$ cat src/rtl/i2cw_pkg.sv
package i2cw_pkg;
  localparam int PAY_W    = 5;
  localparam int SEL_W    = 3;
  localparam int BYTE_W   = PAY_W + SEL_W;
  localparam int ADDR_W   = BYTE_W - 1;
  localparam int NUM_REGS = 5;
  localparam int CNT_W    = $clog2(BYTE_W);

  localparam int REG_MODE = 0;
  localparam int REG_DIAG = 1;
  localparam int REG_MASK = 2;
  localparam int REG_VOL1 = 3;
  localparam int REG_VOL2 = 4;

  typedef struct packed {
    logic shift;
    logic bitVal;
    logic commit;
  } strobe_t;

  // bits of each register that hold state; the rest read as zero
  function automatic logic [PAY_W-1:0] keepMask(input int idx);
    logic [PAY_W-1:0] m;
    m = '1;
    if (idx == REG_MODE) m[1:0] = 2'b00;
    if (idx == REG_DIAG) m[0] = 1'b0;
    return m;
  endfunction
endpackage

$ cat src/rtl/i2cw_ctrl.sv
module i2cw_ctrl
  import i2cw_pkg::*;
#(
  parameter int SYNC_STAGES = 2
) (
  input  logic    clk,
  input  logic    rstN,
  input  logic    sclIn,
  input  logic    sdaIn,
  input  logic    addrOk,
  input  logic    addrRw,
  output strobe_t stb,
  output logic    sdaPullEn
);
  localparam logic [CNT_W-1:0] LAST_BIT = CNT_W'(BYTE_W - 1);

  typedef enum logic [2:0] {
    S_IDLE, S_ADDR, S_AEND, S_AACK, S_DATA, S_DEND, S_DACK, S_SKIP
  } phase_t;

  logic [SYNC_STAGES-1:0] sclPipe, sdaPipe;
  logic sclS, sdaS, sclD, sdaD;
  logic sclRise, sclFall, startSeen, stopSeen;
  phase_t state;
  logic [CNT_W-1:0] bitCnt;

  always_ff @(posedge clk or negedge rstN) begin
    if (!rstN) begin
      sclPipe <= '1;
      sdaPipe <= '1;
      sclD    <= 1'b1;
      sdaD    <= 1'b1;
    end else begin
      sclPipe <= {sclPipe[SYNC_STAGES-2:0], sclIn};
      sdaPipe <= {sdaPipe[SYNC_STAGES-2:0], sdaIn};
      sclD    <= sclS;
      sdaD    <= sdaS;
    end
  end

  assign sclS      = sclPipe[SYNC_STAGES-1];
  assign sdaS      = sdaPipe[SYNC_STAGES-1];
  assign sclRise   = sclS & ~sclD;
  assign sclFall   = ~sclS & sclD;
  assign startSeen = sclS & sclD & sdaD & ~sdaS;
  assign stopSeen  = sclS & sclD & ~sdaD & sdaS;

  always_ff @(posedge clk or negedge rstN) begin
    if (!rstN) begin
      state  <= S_IDLE;
      bitCnt <= '0;
    end else if (startSeen) begin
      state  <= S_ADDR;
      bitCnt <= '0;
    end else if (stopSeen) begin
      state  <= S_IDLE;
      bitCnt <= '0;
    end else begin
      unique case (state)
        S_ADDR: if (sclRise) begin
          if (bitCnt == LAST_BIT) state <= S_AEND;
          else bitCnt <= bitCnt + 1'b1;
        end
        S_AEND: if (sclFall) state <= addrOk ? S_AACK : S_SKIP;
        S_AACK: if (sclFall) begin
          state  <= S_DATA;
          bitCnt <= '0;
        end
        S_DATA: if (sclRise) begin
          if (bitCnt == LAST_BIT) state <= S_DEND;
          else bitCnt <= bitCnt + 1'b1;
        end
        S_DEND: if (sclFall) state <= S_DACK;
        S_DACK: if (sclFall) state <= S_SKIP;
        default: ;
      endcase
    end
  end

  always_comb begin
    stb.shift  = sclRise && (state == S_ADDR || state == S_DATA);
    stb.bitVal = sdaS;
    stb.commit = sclRise && state == S_DATA && bitCnt == LAST_BIT;
  end

  assign sdaPullEn = (state == S_AACK) || (state == S_DACK);

  // a matching write address is acknowledged on the next cycle
  a_r2_ack_on_match: assert property (@(posedge clk) disable iff (!rstN)
    (state == S_AEND && sclFall && addrOk && !startSeen && !stopSeen) |=> sdaPullEn);

  // an address byte with the read bit set is never acknowledged
  a_r3_read_not_acked: assert property (@(posedge clk) disable iff (!rstN)
    (state == S_AEND && sclFall && addrRw) |=> !sdaPullEn);

  // the pull enable only moves while the synchronized clock is low
  a_r11_pull_moves_scl_low: assert property (@(posedge clk) disable iff (!rstN)
    ($rose(sdaPullEn) || $fell(sdaPullEn)) |-> !sclS);
endmodule

$ cat src/rtl/i2cw_regs.sv
module i2cw_regs
  import i2cw_pkg::*;
#(
  parameter logic [ADDR_W-2:0] DEV_HI = 6'b111110
) (
  input  logic                      clk,
  input  logic                      rstN,
  input  strobe_t                   stb,
  input  logic                      addrStrap,
  input  logic                      holdApply,
  output logic                      addrOk,
  output logic                      addrRw,
  output logic [NUM_REGS*PAY_W-1:0] regFlat
);
  logic [BYTE_W-1:0] shiftReg, byteNow;
  logic [SEL_W-1:0]  selCode;
  logic [PAY_W-1:0]  payload;
  logic [NUM_REGS-1:0] pendVec;

  always_ff @(posedge clk or negedge rstN) begin
    if (!rstN) shiftReg <= '0;
    else if (stb.shift) shiftReg <= byteNow;
  end

  assign byteNow = {shiftReg[BYTE_W-2:0], stb.bitVal};
  assign selCode = byteNow[BYTE_W-1 -: SEL_W];
  assign payload = byteNow[PAY_W-1:0];
  assign addrOk  = (shiftReg[BYTE_W-1:1] == {DEV_HI, addrStrap}) && !shiftReg[0];
  assign addrRw  = shiftReg[0];

  for (genvar g = 0; g < NUM_REGS; g++) begin : g_reg
    localparam logic [PAY_W-1:0] MASK = keepMask(g);
    logic [PAY_W-1:0] valQ, pendQ;
    logic pendV, wrHit;

    assign wrHit = stb.commit && (selCode == SEL_W'(g));

    always_ff @(posedge clk or negedge rstN) begin
      if (!rstN) begin
        valQ  <= '0;
        pendQ <= '0;
        pendV <= 1'b0;
      end else if (holdApply) begin
        if (wrHit) begin
          pendQ <= payload & MASK;
          pendV <= 1'b1;
        end
      end else begin
        pendV <= 1'b0;
        if (wrHit) valQ <= payload & MASK;
        else if (pendV) valQ <= pendQ;
      end
    end

    assign regFlat[g*PAY_W +: PAY_W] = valQ;
    assign pendVec[g] = pendV;
  end

  // outputs frozen while hold is asserted
  a_r8_hold_freezes: assert property (@(posedge clk) disable iff (!rstN)
    holdApply |=> $stable(regFlat));

  // an unused register code changes nothing when no flush is due
  a_r7_unused_code: assert property (@(posedge clk) disable iff (!rstN)
    (stb.commit && int'(selCode) >= NUM_REGS && pendVec == '0) |=> $stable(regFlat));
endmodule

$ cat src/rtl/i2cw_slave.sv
module i2cw_slave
  import i2cw_pkg::*;
#(
  parameter logic [ADDR_W-2:0] DEV_HI      = 6'b111110,
  parameter int                SYNC_STAGES = 2
) (
  input  logic             clk,
  input  logic             rstN,
  input  logic             sclIn,
  input  logic             sdaIn,
  input  logic             addrStrap,
  input  logic             holdApply,
  output logic             sdaPullEn,
  output logic             powerOn,
  output logic             in2Sel,
  output logic             in1Sel,
  output logic             diagEn,
  output logic             diagCont,
  output logic             faultClr,
  output logic             ilimMode,
  output logic [PAY_W-1:0] faultMask,
  output logic [PAY_W-1:0] vol1,
  output logic [PAY_W-1:0] vol2
);
  strobe_t stb;
  logic addrOk, addrRw;
  logic [NUM_REGS*PAY_W-1:0] regFlat;
  logic [PAY_W-1:0] modeQ, diagQ;

  i2cw_ctrl #(.SYNC_STAGES(SYNC_STAGES)) u_ctrl (
    .clk(clk), .rstN(rstN), .sclIn(sclIn), .sdaIn(sdaIn),
    .addrOk(addrOk), .addrRw(addrRw), .stb(stb), .sdaPullEn(sdaPullEn)
  );

  i2cw_regs #(.DEV_HI(DEV_HI)) u_regs (
    .clk(clk), .rstN(rstN), .stb(stb), .addrStrap(addrStrap),
    .holdApply(holdApply), .addrOk(addrOk), .addrRw(addrRw), .regFlat(regFlat)
  );

  assign modeQ     = regFlat[REG_MODE*PAY_W +: PAY_W];
  assign diagQ     = regFlat[REG_DIAG*PAY_W +: PAY_W];
  assign faultMask = regFlat[REG_MASK*PAY_W +: PAY_W];
  assign vol1      = regFlat[REG_VOL1*PAY_W +: PAY_W];
  assign vol2      = regFlat[REG_VOL2*PAY_W +: PAY_W];
  assign powerOn   = modeQ[4];
  assign in2Sel    = modeQ[3];
  assign in1Sel    = modeQ[2];
  assign diagEn    = diagQ[4];
  assign diagCont  = diagQ[3];
  assign faultClr  = diagQ[2];
  assign ilimMode  = diagQ[1];
endmodule

$ cat config.mk
export PLATFORM = sky130hd
export DESIGN_NAME = i2cw_slave
export DESIGN_NICKNAME = d
export VERILOG_FILES = /design/src/rtl/i2cw_pkg.sv /design/src/rtl/i2cw_ctrl.sv /design/src/rtl/i2cw_regs.sv /design/src/rtl/i2cw_slave.sv
export SDC_FILE = /design/constraint.sdc
export NUM_CORES = 1
export LEC_CHECK = 0
export ABC_AREA = 1
export BUFFER_PORTS_ARGS = -buffer_cell sky130_fd_sc_hd__buf_4
export CORE_ASPECT_RATIO = 0.75
export CORE_MARGIN = 3
export CORE_UTILIZATION = 59
export DETAILED_ROUTE_END_ITERATION = 16
export GPL_ROUTABILITY_DRIVEN = 1
export PLACE_DENSITY_LB_ADDON = 0.12
export RECOVER_POWER = 100
export SYNTH_ARGS = -nofsm -noshare
export SYNTH_HDL_FRONTEND = slang
export SYNTH_SLANG_ARGS = --single-unit
$ cat constraint.sdc
create_clock -name clk -period 2.04 [get_ports clk]
set_input_delay 0.51 -clock clk [delete_from_list [all_inputs] [get_ports clk]]
set_output_delay 0.51 -clock clk [all_outputs]
set_load 0.02 [all_outputs]
; After elaboration in Yosys (flattened, before gate mapping)
; Cells that the tools add are included.
[word_totals]
rom_bits = 0
n_memories = 0
latch_bits = 0
out_inout_bits = 23
ramBits = 0
input_bits = 6
ff_bits = 72
wordCells = 133
[classes]
n_eq_ne = 27
n_div = 0
addsub = 1
n_reduce_logical = 33
n_shift = 0
order_cmp = 0
multipliers = 0
n_bitwise = 12
mux = 38
[ops]
columns = op, n
row1 = two-way mux 5 bit, 10
row2 = two-way mux 3 bit, 16
row3 = "inequality test 4 x 1 -> 1 bit, second input constant", 9
row4 = AND reduction 2 bit, 10
row5 = case mux 3 bit (6 select lines), 1
row6 = "== test 3 bit, second input constant", 5
row7 = "== test 3 x 2 -> 1 bit, second input constant", 4
row8 = two-way mux 1 bit, 10
row9 = "inequality test 2 x 1 -> 1 bit, second input constant", 5
row10 = nonzero test 2 bit, 5
row11 = logical AND 1 bit, 9
row12 = AND reduction 9 bit, 1
row13 = nonzero test 8 bit, 1
row14 = AND 1 bit, 7
row15 = == test 7 bit, 1
row16 = "== test 3 x 1 -> 1 bit, second input constant", 2
row17 = case mux 3 bit (2 select lines), 1
row18 = inverter 1 bit, 5
row19 = "inequality test 4 x 2 -> 1 bit, second input constant", 1
row20 = AND reduction 4 bit, 1
row21 = nonzero test 4 bit, 1
row22 = "adder 3 x 1 -> 3 bit, second input constant", 1
row23 = logical NOT 3 bit, 1
row24 = logical OR 1 bit, 2
row25 = other kinds (2), 2

; Depth between registers and ports, before layout
; Gate-level depths: netlist (run 1).
[logic_depth]
ltp_word = 7
mapped_depth = 10
depth_no_buf = 10

; Modules after synthesis
; From an unflattened synthesis (run 1), not the netlist that was laid out.
[unflattened]
hier_cells = 410
area_unflattened_um2 = 3300.7
[by_module_without_submodules]
columns = mod, seq_area_each_um2, area_each_um2, cells_each, instances
row1 = i2cw_regs, 1426.4, 2612.5, 328, 1
row2 = i2cw_ctrl, 307.8, 688.2, 82, 1

; Least setup slack after synthesis (run 1)
; Ideal clock, no wire load.
[synth_timing]
path_kind = register to output
from = reg u_ctrl.state[0]
to = out sdaPullEn
stages_incl_launch_ff = 4
arrival_time_ns = 1.111
setup_slack_ns = 0.419
path_cell_list = dfrtp_1 -> inv_2 -> nand2_1 -> o21ai_0
[synth_via]
elab_chain_cells = 2
elab_cells_between_ends = 3
classes_between = 2 x eq/ne / 1 x reduce/logical
[synth_rtl]
columns = item, line
row1 = from (decl), i2cw_ctrl.sv:24  ; phase_t state;
row2 = from (signal assigned), i2cw_ctrl.sv:64  ; S_AEND: if (sclFall) state <= addrOk ? S_AACK : S_SKIP;
row3 = == test 3 x 2 -> 1 bit or == test 3 bit (tied branches), i2cw_ctrl.sv:86  ; assign sdaPullEn = (state == S_AACK) || (state == S_DACK);
row4 = logical OR 1 bit *, i2cw_ctrl.sv:86
row5 = to (decl), i2cw_slave.sv:13  ; output logic sdaPullEn,
; Every way passes the cells marked *; elsewhere a longest branch is shown, timed or not.

; Worst setup path in the final report (run 1)
[layout_timing]
from = reg u_ctrl.state[2]
to = out sdaPullEn
; The elaborated chain is that of the path after synthesis.

==> results of run 1 <==
-- what timing repair did --
item	in CTS	in global routing
hold buffers	0	0
endpoints found under the setup margin	0	1
gates resized for setup	0	3
-- final cells by class --
type	count	area [µm²]
clock buffers	13	149
clock inverters	2	10.0
fillers	454	1510
inverters	30	113
multi-input cells	302	1330
flip-flops and latches	69	1730
well taps	72	90.1
repair buffers	30	151
-- flip-flops by register name, summed over array words and instances, names as in the netlist --
name             cells
u_regs.g.valQ       22
u_regs.shiftReg      8
u_ctrl.bitCnt        3
u_ctrl.sclPipe       2
u_ctrl.sdaD          1
u_regs.g.pendQ      22
u_ctrl.sdaPipe       2
u_ctrl.state         3
u_ctrl.sclD          1
u_regs.g.pendV       5
-- metal layers --
layer | vias to the layer above | part of all wire, %
met3 | 8 | 7.0
met2 | 97 | 44
met5 | - | 0
met1 | 1213 | 48
li1 | 1365 | -
met4 | 0 | 1.1
-- cells in the mapped netlist (all sizes together) --
cell    number
a21oi        7
buf          4
clkbuf       2
clkinv       1
dfrtp       63
dfstp        6
ha           2
inv         29
nand2      192
nand3       18
nand4        5
nor2        21
nor3         2
o21ai       55
-- layout by cell type, fill, tap and decap left out, types with 2 or more instances in the layout --
| master | count |
|---|---|
| a21oi_1 | 7 |
| buf_4 | 4 |
| clkbuf_1 | 26 |
| clkbuf_4 | 2 |
| clkbuf_8 | 10 |
| clkinv_2 | 2 |
| dfrtp_1 | 63 |
| dfstp_1 | 2 |
| dfstp_2 | 4 |
| ha_1 | 2 |
| inv_1 | 25 |
| inv_2 | 4 |
| nand2_1 | 187 |
| nand2_2 | 2 |
| nand2_4 | 3 |
| nand3_1 | 16 |
| nand3_2 | 2 |
| nand4_1 | 5 |
| nor2_1 | 19 |
| nor3_1 | 2 |
| o21ai_0 | 42 |
| o21ai_1 | 12 |
-- power groups by stage --
stage          sequential [W]  clock, W  combinational (W)
2_1_floorplan         0.00161         0           0.000597
3_3_place_gp          0.00165         0           0.000811
3_5_place_dp          0.00165         0           0.000840
4_1_cts               0.00163  0.000955           0.000842
5_1_grt               0.00166   0.00103           0.000968
6_report              0.00164  0.000931           0.000859
-- worst paths after layout --
| check | from | to | slack [ns] | depth (start not counted) |
|---|---|---|---|---|
| worst max-delay path | u_ctrl.state[2]$_DFFE_PN0P_ | sdaPullEn | 0.1 | 4 |
| worst min-delay path | sclIn | u_ctrl.sclPipe[0]$_DFF_PN1_ | 0.28 | 1 |
| worst max register to register | u_ctrl.sclPipe[1]$_DFF_PN1_ | u_regs.g_reg[1].valQ[3]$_DFFE_PN0P_ | 0.21 | 10 |
| worst min register to register | u_ctrl.sclPipe[0]$_DFF_PN1_ | u_ctrl.sclPipe[1]$_DFF_PN1_ | 0.36 | 0 |
| max in group asynchronous | rstN | u_ctrl.sclPipe[0]$_DFF_PN1_ | 0.67 | 2 |
| min in group asynchronous | rstN | u_regs.g_reg[2].valQ[2]$_DFFE_PN0P_ | 0.45 | 1 |
-- stage by stage --
stage | hold WS, ns | cells
2_1_floorplan | 0.214 | 407
3_3_place_gp | 0.347 | 503
3_5_place_dp | 0.348 | 503
4_1_cts | 0.0566 | 518
5_1_grt | 0.261 | 518
6_report | 0.278 | 518
-- worst register-to-register path, cell delays in order, from the launching register on --
cell	delay (ns)
dfstp_1	0.62
inv_2	0.07
nor2_4	0.11
nand2_2	0.11
nor2_8	0.19
nand2_1	0.22
nand2_1	0.13
nand2_2	0.09
inv_2	0.11
nand2_1	0.06
nand2_1	0.06
-- cell families (layout without fill, tap and decap cells) --
family                     count (synthesis)  in the layout  share of synthesized area (%)
AOI/OAI and AO/OA                         62             62                           9.58
DFF                                       69             69                           53.6
buffers and inverters                     36             75                           4.91
adders and majority gates                  2              2                          0.773
and+or+nand+nor                          238            238                           31.2
==> flow_summary.ini, run 1 <==
[grt]
grt_pass1_wl_um = 11000
grt_max_degree = 46
grt_remaining_overflow = 0
grt_use_met3_pct = 7.21
globalRouteTotalUtil_pct = 21.8
global_route.usage.met1_pct = 30.6
first_global_vias = 2409
grtUsageMet2_pct = 32.7
antenna_found_initial = 0
grt.busiest_layer = met2

[timing]
tns_ns = 0
worst_slack_ns = 0.100
post-route-min-period_ns = 1.94
finalSetupViolations = 0
hold_viol_final = 0
max_freq_mhz = 515
rsz0062_at_grt = no
max_slew_margin_pct = 11.0
period_share_pct = 95.1
skew_ns = 0.00665
max_slew.worst_pin.slew_ns = 1.33
maxSlewViolCount = 0

[route]
avgViaCountPerCell = 5.18
drc = 0
vias = 2683
drtAntennaViolNets = 0
finalWirelength_um = 6470
first_pass_iters = 5
first_iter_violations = 267
routedWlPerCell_um = 12.5

[status]
status = finished clean

[critical_path]
start_kind = register
slowest_delay_ns = 0.45
cpMaxStageDelayCell = dfrtp_1
cp.required_ns = 1.53
cp-end-kind = output pin
arrival_ns = 1.43
crit_buf_inv = 2
cp_top_family = flip-flops
path_cells = inv_1 -> nand3_2 -> o21ai_2 -> buf_4
crit_type = reg -> out
path_max_fanout = 7

[layout]
area_growth_pct = 10.5
design_area_mm2 = 0.00358
nNetsFinal = 450
drive_above_1_share_pct = 8.30
fin_util_pct = 70.3
antenna_cells = 0

[clock_tree]
post-cts-setup-buffers = 0
ctsRootBufferMaster = clkbuf_8
cts_tree = done
cts_made_buffers = 9
path_clk_slew_ns = 0.07
clock_latency_ns = 0.34
clock-sinks = 69
cts.htree.levels = 3
clockBufferDepth = 2

[die]
die_w_um = 91.5
start_util_pct = 63.6
die_y_um = 70.2
die-area_mm2 = 0.00642
core_area_mm2 = 0.00509
rows = 22
ios = 29

[place]
portBuffers = 28
place_area_mm2 = 0.00352
place_hpwl_um = 4410
gp_congestion = 0.900
preCtsSetupSlack_ns = 0.275

[synthesis]
yosys_warnings = 0
avgSynthCellArea_um2 = 7.96
yosysTopAreaCell = dfrtp_1
yosys-top-cells-area = dfrtp_1 49%, nand2_1 21%, o21ai_0 6.6%
netlist_area_mm2 = 0.00324
syn_inst = 407
ys_types = 22
synth_top_area_share_pct = 48.7
syn_nets = 415
synth-seq-cells = 69
seq_area_frac_synth_pct = 53.6

[pwr]
clkPwrFrac_pct = 27.2
combPwrFrac_pct = 25.1
p_per_area_mw_per_mm2 = 958
p_leak_nw = 1.95
power.internal_w = 0.00219
worst_ir_drop_vdd_mv = 0.592
seqPwrFrac_pct = 47.8
sw_frac_of_total_pct = 36.0
p_sw_w = 0.00123
total_power_w = 0.00343

[min_path]
hold_path_class = in -> reg

[flow_run]
cap_viol_max_count = 0
(Power assumes the default switching activity.)
==> run 2: changes to the inputs <==
--- a/config.mk
+++ b/config.mk
@@ -7,12 +7,12 @@
 export LEC_CHECK = 0
 export ABC_AREA = 1
 export BUFFER_PORTS_ARGS = -buffer_cell sky130_fd_sc_hd__buf_4
-export CORE_ASPECT_RATIO = 0.75
+export CAP_MARGIN = 15
 export CORE_MARGIN = 3
 export CORE_UTILIZATION = 59
 export DETAILED_ROUTE_END_ITERATION = 16
 export GPL_ROUTABILITY_DRIVEN = 1
-export PLACE_DENSITY_LB_ADDON = 0.12
+export PLACE_DENSITY = 0.79
 export RECOVER_POWER = 100
 export SYNTH_ARGS = -nofsm -noshare
 export SYNTH_HDL_FRONTEND = slang
==> flow_summary.ini, run 2 (synthesis gave the netlist of run 1 again) <==
[pwr]
p_per_area_mw_per_mm2 = 1040
combPwrFrac_pct = 21.7
p_sw_w = 0.00127
power.internal_w = 0.00252
seqPwrFrac_pct = 43.2
clkPwrFrac_pct = 35.1
p_leak_nw = 1.99
worst_ir_drop_vdd_mv = 0.840
sw_frac_of_total_pct = 33.5

[timing]
period_share_pct = 94.0
maxSlewViolCount = 0
max_freq_mhz = 521
finalSetupViolations = 0
max_slew_margin_pct = 39.6
worst_hold_slack_ns = 0.244
max_slew.worst_pin.slew_ns = 0.906
tns_ns = 0
skew_ns = 0.00843
post-route-min-period_ns = 1.92
hold_viol_final = 0
rsz0062_at_grt = no

[grt]
globalRouteTotalUtil_pct = 23.3
grt_remaining_overflow = 0
grt_max_degree = 38
first_global_vias = 2504
grt_pass1_wl_um = 11500
antenna_found_initial = 0

[die]
ios = 29
core_area_mm2 = 0.00520
die_w_um = 80.1
rows = 26
die-area_mm2 = 0.00641
start_util_pct = 62.2
die_y_um = 80.1

[flow_run]
cap_viol_max_count = 0

[clock_tree]
ctsRootBufferMaster = clkbuf_8
cts_tree = done
cts_made_buffers = 9
cts.htree.levels = 3
clock_latency_ns = 0.34
clock-sinks = 69
path_clk_slew_ns = 0.08
clockBufferDepth = 2

[critical_path]
cpMaxStageDelayCell = dfrtp_1
path_cells = inv_2 -> nand3_1 -> o21ai_2 -> buf_4
path_max_fanout = 7
cp.required_ns = 1.53
crit_type = reg -> out
arrival_ns = 1.41
worstReg2RegEnd = u_regs.g_reg[3].valQ[0]$_DFFE_PN0P_
cp-end-kind = output pin
rr_startpoint = u_ctrl.bitCnt[0]$_DFFE_PN0P_
reg2reg_depth = 10
reg2reg_slack_ns = 0.20
start_kind = register
slowest_delay_ns = 0.46

[layout]
final_common_cell = nand2_1
layoutNonFillerInstCount = 516
num-fill-cells = 442
antenna_cells = 0
nNetsFinal = 449
layout_common_cells = 184 x nand2_1, 63 x dfrtp_1, 42 x o21ai_0
drive_above_1_share_pct = 9.42
multi_input_area_mm2 = 0.00134
top_regs = u_regs.g.pendQ: 22 flops, u_regs.g.valQ: 22 flops, u_regs.shiftReg: 8 flops
area_growth_pct = 12.5
seq_area_mm2 = 0.00173

[status]
status = finished clean

[route]
avgViaCountPerCell = 5.23
finalWirelength_um = 6540
first_iter_violations = 145
first_pass_iters = 5
routedWlPerCell_um = 12.7
drtAntennaViolNets = 0
vias = 2698
drc = 0

[min_path]
hold_path_class = in -> async

[place]
place_hpwl_um = 4450
portBuffers = 28
place_inst = 500
gp_congestion = 0.869
## run 2: cell count changes in the layout (fill, tap and decap cells not counted), sizes merged
cell | before | now
bufinv | 0 | 3
buf | 5 | 3
clkinvlp | 0 | 1
clkbuf | 38 | 36
## run 2: what timing repair did
item / 4_1_cts / 5_1_grt
gates resized for setup: 0 / 3
buffers inserted: 0 / 0
hold buffers: 0 / 0
setup endpoints to repair: 0 / 1
## run 2: worst max path at each step
stage	startpoint	to	cells past startpoint
after floorplan	u_ctrl.state[0]$_DFFE_PN0P_	sdaPullEn	3
after global placement	u_ctrl.bitCnt[0]$_DFFE_PN0P_	u_regs.g_reg[3].valQ[0]$_DFFE_PN0P_	10
after detailed placement	u_ctrl.bitCnt[0]$_DFFE_PN0P_	u_regs.g_reg[3].valQ[0]$_DFFE_PN0P_	10
after CTS	u_ctrl.state[2]$_DFFE_PN0P_	sdaPullEn	4
after global routing	u_ctrl.sclPipe[1]$_DFF_PN1_	u_regs.g_reg[3].valQ[0]$_DFFE_PN0P_	10
final	u_ctrl.state[2]$_DFFE_PN0P_	sdaPullEn	4
## run 2: stage by stage
step                total power [W]  utilization (%)  setup slack [ns]  cell area (µm²)
floorplan                   0.00221                -             0.419             3240
global placement            0.00245             67.4             0.348             3510
detailed placement          0.00248             67.4             0.263             3510
CTS                         0.00381             72.0            0.0270             3750
global route                0.00401             70.0            0.0275             3640
finish                      0.00379             70.0             0.122             3640
## run 2: cell type report
type	count	area share, %
Inverter	30	3.09
Sequential cell	69	47.6
Tap cell	70	2.40
Multi-Input combinational cell	302	36.8
Clock buffer	10	3.50
Clock inverter	6	3.06
Timing Repair Buffer	29	3.57
## run 2: worst max-delay path, delay by kind of cell, from the launching register on
family          cells  cell delay (ns)
simple gates        1             0.18
compound gates      1             0.13
flops               1             0.46
buf+inv             2             0.30
## run 2: routing by layer
layer  share of wire, %  global-route usage, %  wire length, µm
met5                  0                      0                0
met4                1.5                   8.28               96
met3                5.0                   3.70              326
met2                 49                   39.5             3200
met1                 45                   30.3             2920
## run 2: power by group through the flow
stage,Combinational (W),Clock (W),Sequential [W]
floorplan,0.000597,0,0.00161
global placement,0.000792,0,0.00165
detailed placement,0.000822,0,0.00166
CTS,0.000825,0.00135,0.00164
global route,0.000953,0.00140,0.00166
finish,0.000822,0.00133,0.00164
==> run 3: changes to the inputs <==
--- a/config.mk
+++ b/config.mk
@@ -6,9 +6,8 @@
 export NUM_CORES = 1
 export LEC_CHECK = 0
 export ABC_AREA = 1
-export BUFFER_PORTS_ARGS = -buffer_cell sky130_fd_sc_hd__buf_4
+export BUFFER_PORTS_ARGS = -buffer_cell sky130_fd_sc_hd__buf_2
 export CAP_MARGIN = 15
-export CORE_MARGIN = 3
 export CORE_UTILIZATION = 59
 export DETAILED_ROUTE_END_ITERATION = 16
 export GPL_ROUTABILITY_DRIVEN = 1
==> flow_summary.ini, run 3 (synthesis gave the netlist of run 1 again) <==
[status]
status = finished, violations left
violations = capacitance limit, slew limit

[clock_tree]
clock-sinks = 69
post-cts-setup-buffers = 0
clock_latency_ns = 0.34
cts_made_buffers = 9
clockBufferDepth = 2
cts.htree.levels = 3
path_clk_slew_ns = 0.07
ctsRootBufferMaster = clkbuf_8
hold_buffers = 0
cts_tree = done

[timing]
period_share_pct = 94.0
maxSlewViolCount = 70
worst_slack_ns = 0.123
max_slew_margin_pct = -9.11
max_slew.worst_pin.slew_ns = 1.64
skew_ns = 0.0113
max_freq_mhz = 522
rsz0062_at_grt = no
finalSetupViolations = 0
hold_viol_final = 0
tns_ns = 0
post-route-min-period_ns = 1.92

[route]
vias = 2719
first_iter_violations = 223
first_pass_iters = 6
routedWlPerCell_um = 12.5
finalWirelength_um = 6460
avgViaCountPerCell = 5.27
drc = 0
drtAntennaViolNets = 0

[critical_path]
crit_type = reg -> out
cp-end-kind = output pin
reg2reg_depth = 10
start_kind = register
path_max_fanout = 7
arrival_ns = 1.41
cp.required_ns = 1.53

[pwr]
p_per_area_mw_per_mm2 = 958
p_leak_nw = 1.94
worst_ir_drop_vdd_mv = 0.503

[layout]
top_regs = u_regs.g.pendQ: 22 flops, u_regs.g.valQ: 22 flops, u_regs.shiftReg: 8 flops
antenna_cells = 0
nNetsFinal = 449
final_common_cell = nand2_1
area_growth_pct = 9.54
drive_above_1_share_pct = 8.30
num-fill-cells = 451
layout_common_cells = 187 x nand2_1, 63 x dfrtp_1, 42 x o21ai_0

[die]
die_w_um = 76.1
die_y_um = 76.1
start_util_pct = 62.2
ios = 29
core_area_mm2 = 0.00520
die-area_mm2 = 0.00579
rows = 26

[place]
preCtsSetupSlack_ns = 0.259
place_hpwl_um = 4340
gp_congestion = 0.845
portBuffers = 28

[grt]
grt_remaining_overflow = 0
first_global_vias = 2542
globalRouteTotalUtil_pct = 24.6
grt_max_degree = 70
antenna_found_initial = 0
grt_pass1_wl_um = 11100

[min_path]
whs_path_depth = 1
hold_path_class = in -> reg

[flow_run]
cap_viol_max_count = 1
## run 3: cell count changes in the layout (fill, tap and decap cells not counted), moves of 3 or more
cell / delta
buf_2: +6
buf_4: -3
bufinv_16: -3
nand2_1: +3
## run 3: path summary, 6_finish.rpt
kind | end | slack, ns | start
hold reg to reg | u_ctrl.sclPipe[1]$_DFF_PN1_ | 0.36 | u_ctrl.sclPipe[0]$_DFF_PN1_
setup / recovery | sdaPullEn | 0.12 | u_ctrl.state[2]$_DFFE_PN0P_
setup reg to reg | u_regs.g_reg[2].valQ[2]$_DFFE_PN0P_ | 0.16 | u_ctrl.sclPipe[1]$_DFF_PN1_
hold / removal | u_ctrl.sdaPipe[0]$_DFF_PN1_ | 0.27 | sdaIn
max in group asynchronous | u_regs.shiftReg[3]$_DFFE_PN0P_ | 0.39 | rstN
min in group asynchronous | u_regs.g_reg[2].valQ[4]$_DFFE_PN0P_ | 0.66 | rstN
## run 3: per-layer routing
layer / track usage (%) / routed length (µm)
met1: 30.3 / 2830
met2: 40.7 / 3170
met3: 5.03 / 321
met4: 13.5 / 133
met5: 0 / 0
## run 3: area by class of cell
type	instances	area [µm²]	share of cell area, %
timing repair buffer	29	118	3.32
multi-input combinational	302	1330	37.4
clock inverter	4	23.8	0.670
sequential	69	1730	48.9
tap	70	87.6	2.47
clock buffer	12	145	4.09
inverter	30	113	3.17
## run 3: metrics by stage
stage / power, W / cell area, µm² / util [%] / cells / hold WS (ns)
after floorplan: 0.00221 / 3240 / - / 407 / 0.214
after global placement: 0.00243 / 3440 / 66.1 / 500 / 0.345
after detailed placement: 0.00246 / 3440 / 66.1 / 500 / 0.347
after CTS: 0.00342 / 3610 / 69.3 / 516 / 0.181
after global routing: 0.00363 / 3550 / 68.1 / 516 / 0.251
final: 0.00340 / 3550 / 68.1 / 516 / 0.266
## run 3: timing repair
| item | in CTS | in global routing |
|---|---|---|
| setup endpoints to repair | 0 | 1 |
| gates resized for setup | 0 | 3 |
| endpoints found under the hold margin | 0 | 0 |
## run 3: report_power, final
part           internal, W  switching [W]
Clock             0.000471       0.000489
Combinational     0.000225       0.000582
Sequential         0.00148       0.000156
Total              0.00217        0.00123
## run 3: critical path: stages (launching register included)
cell,delay (ns)
dfrtp_1,0.45
inv_1,0.19
nand3_2,0.14
o21ai_2,0.10
buf_2,0.19
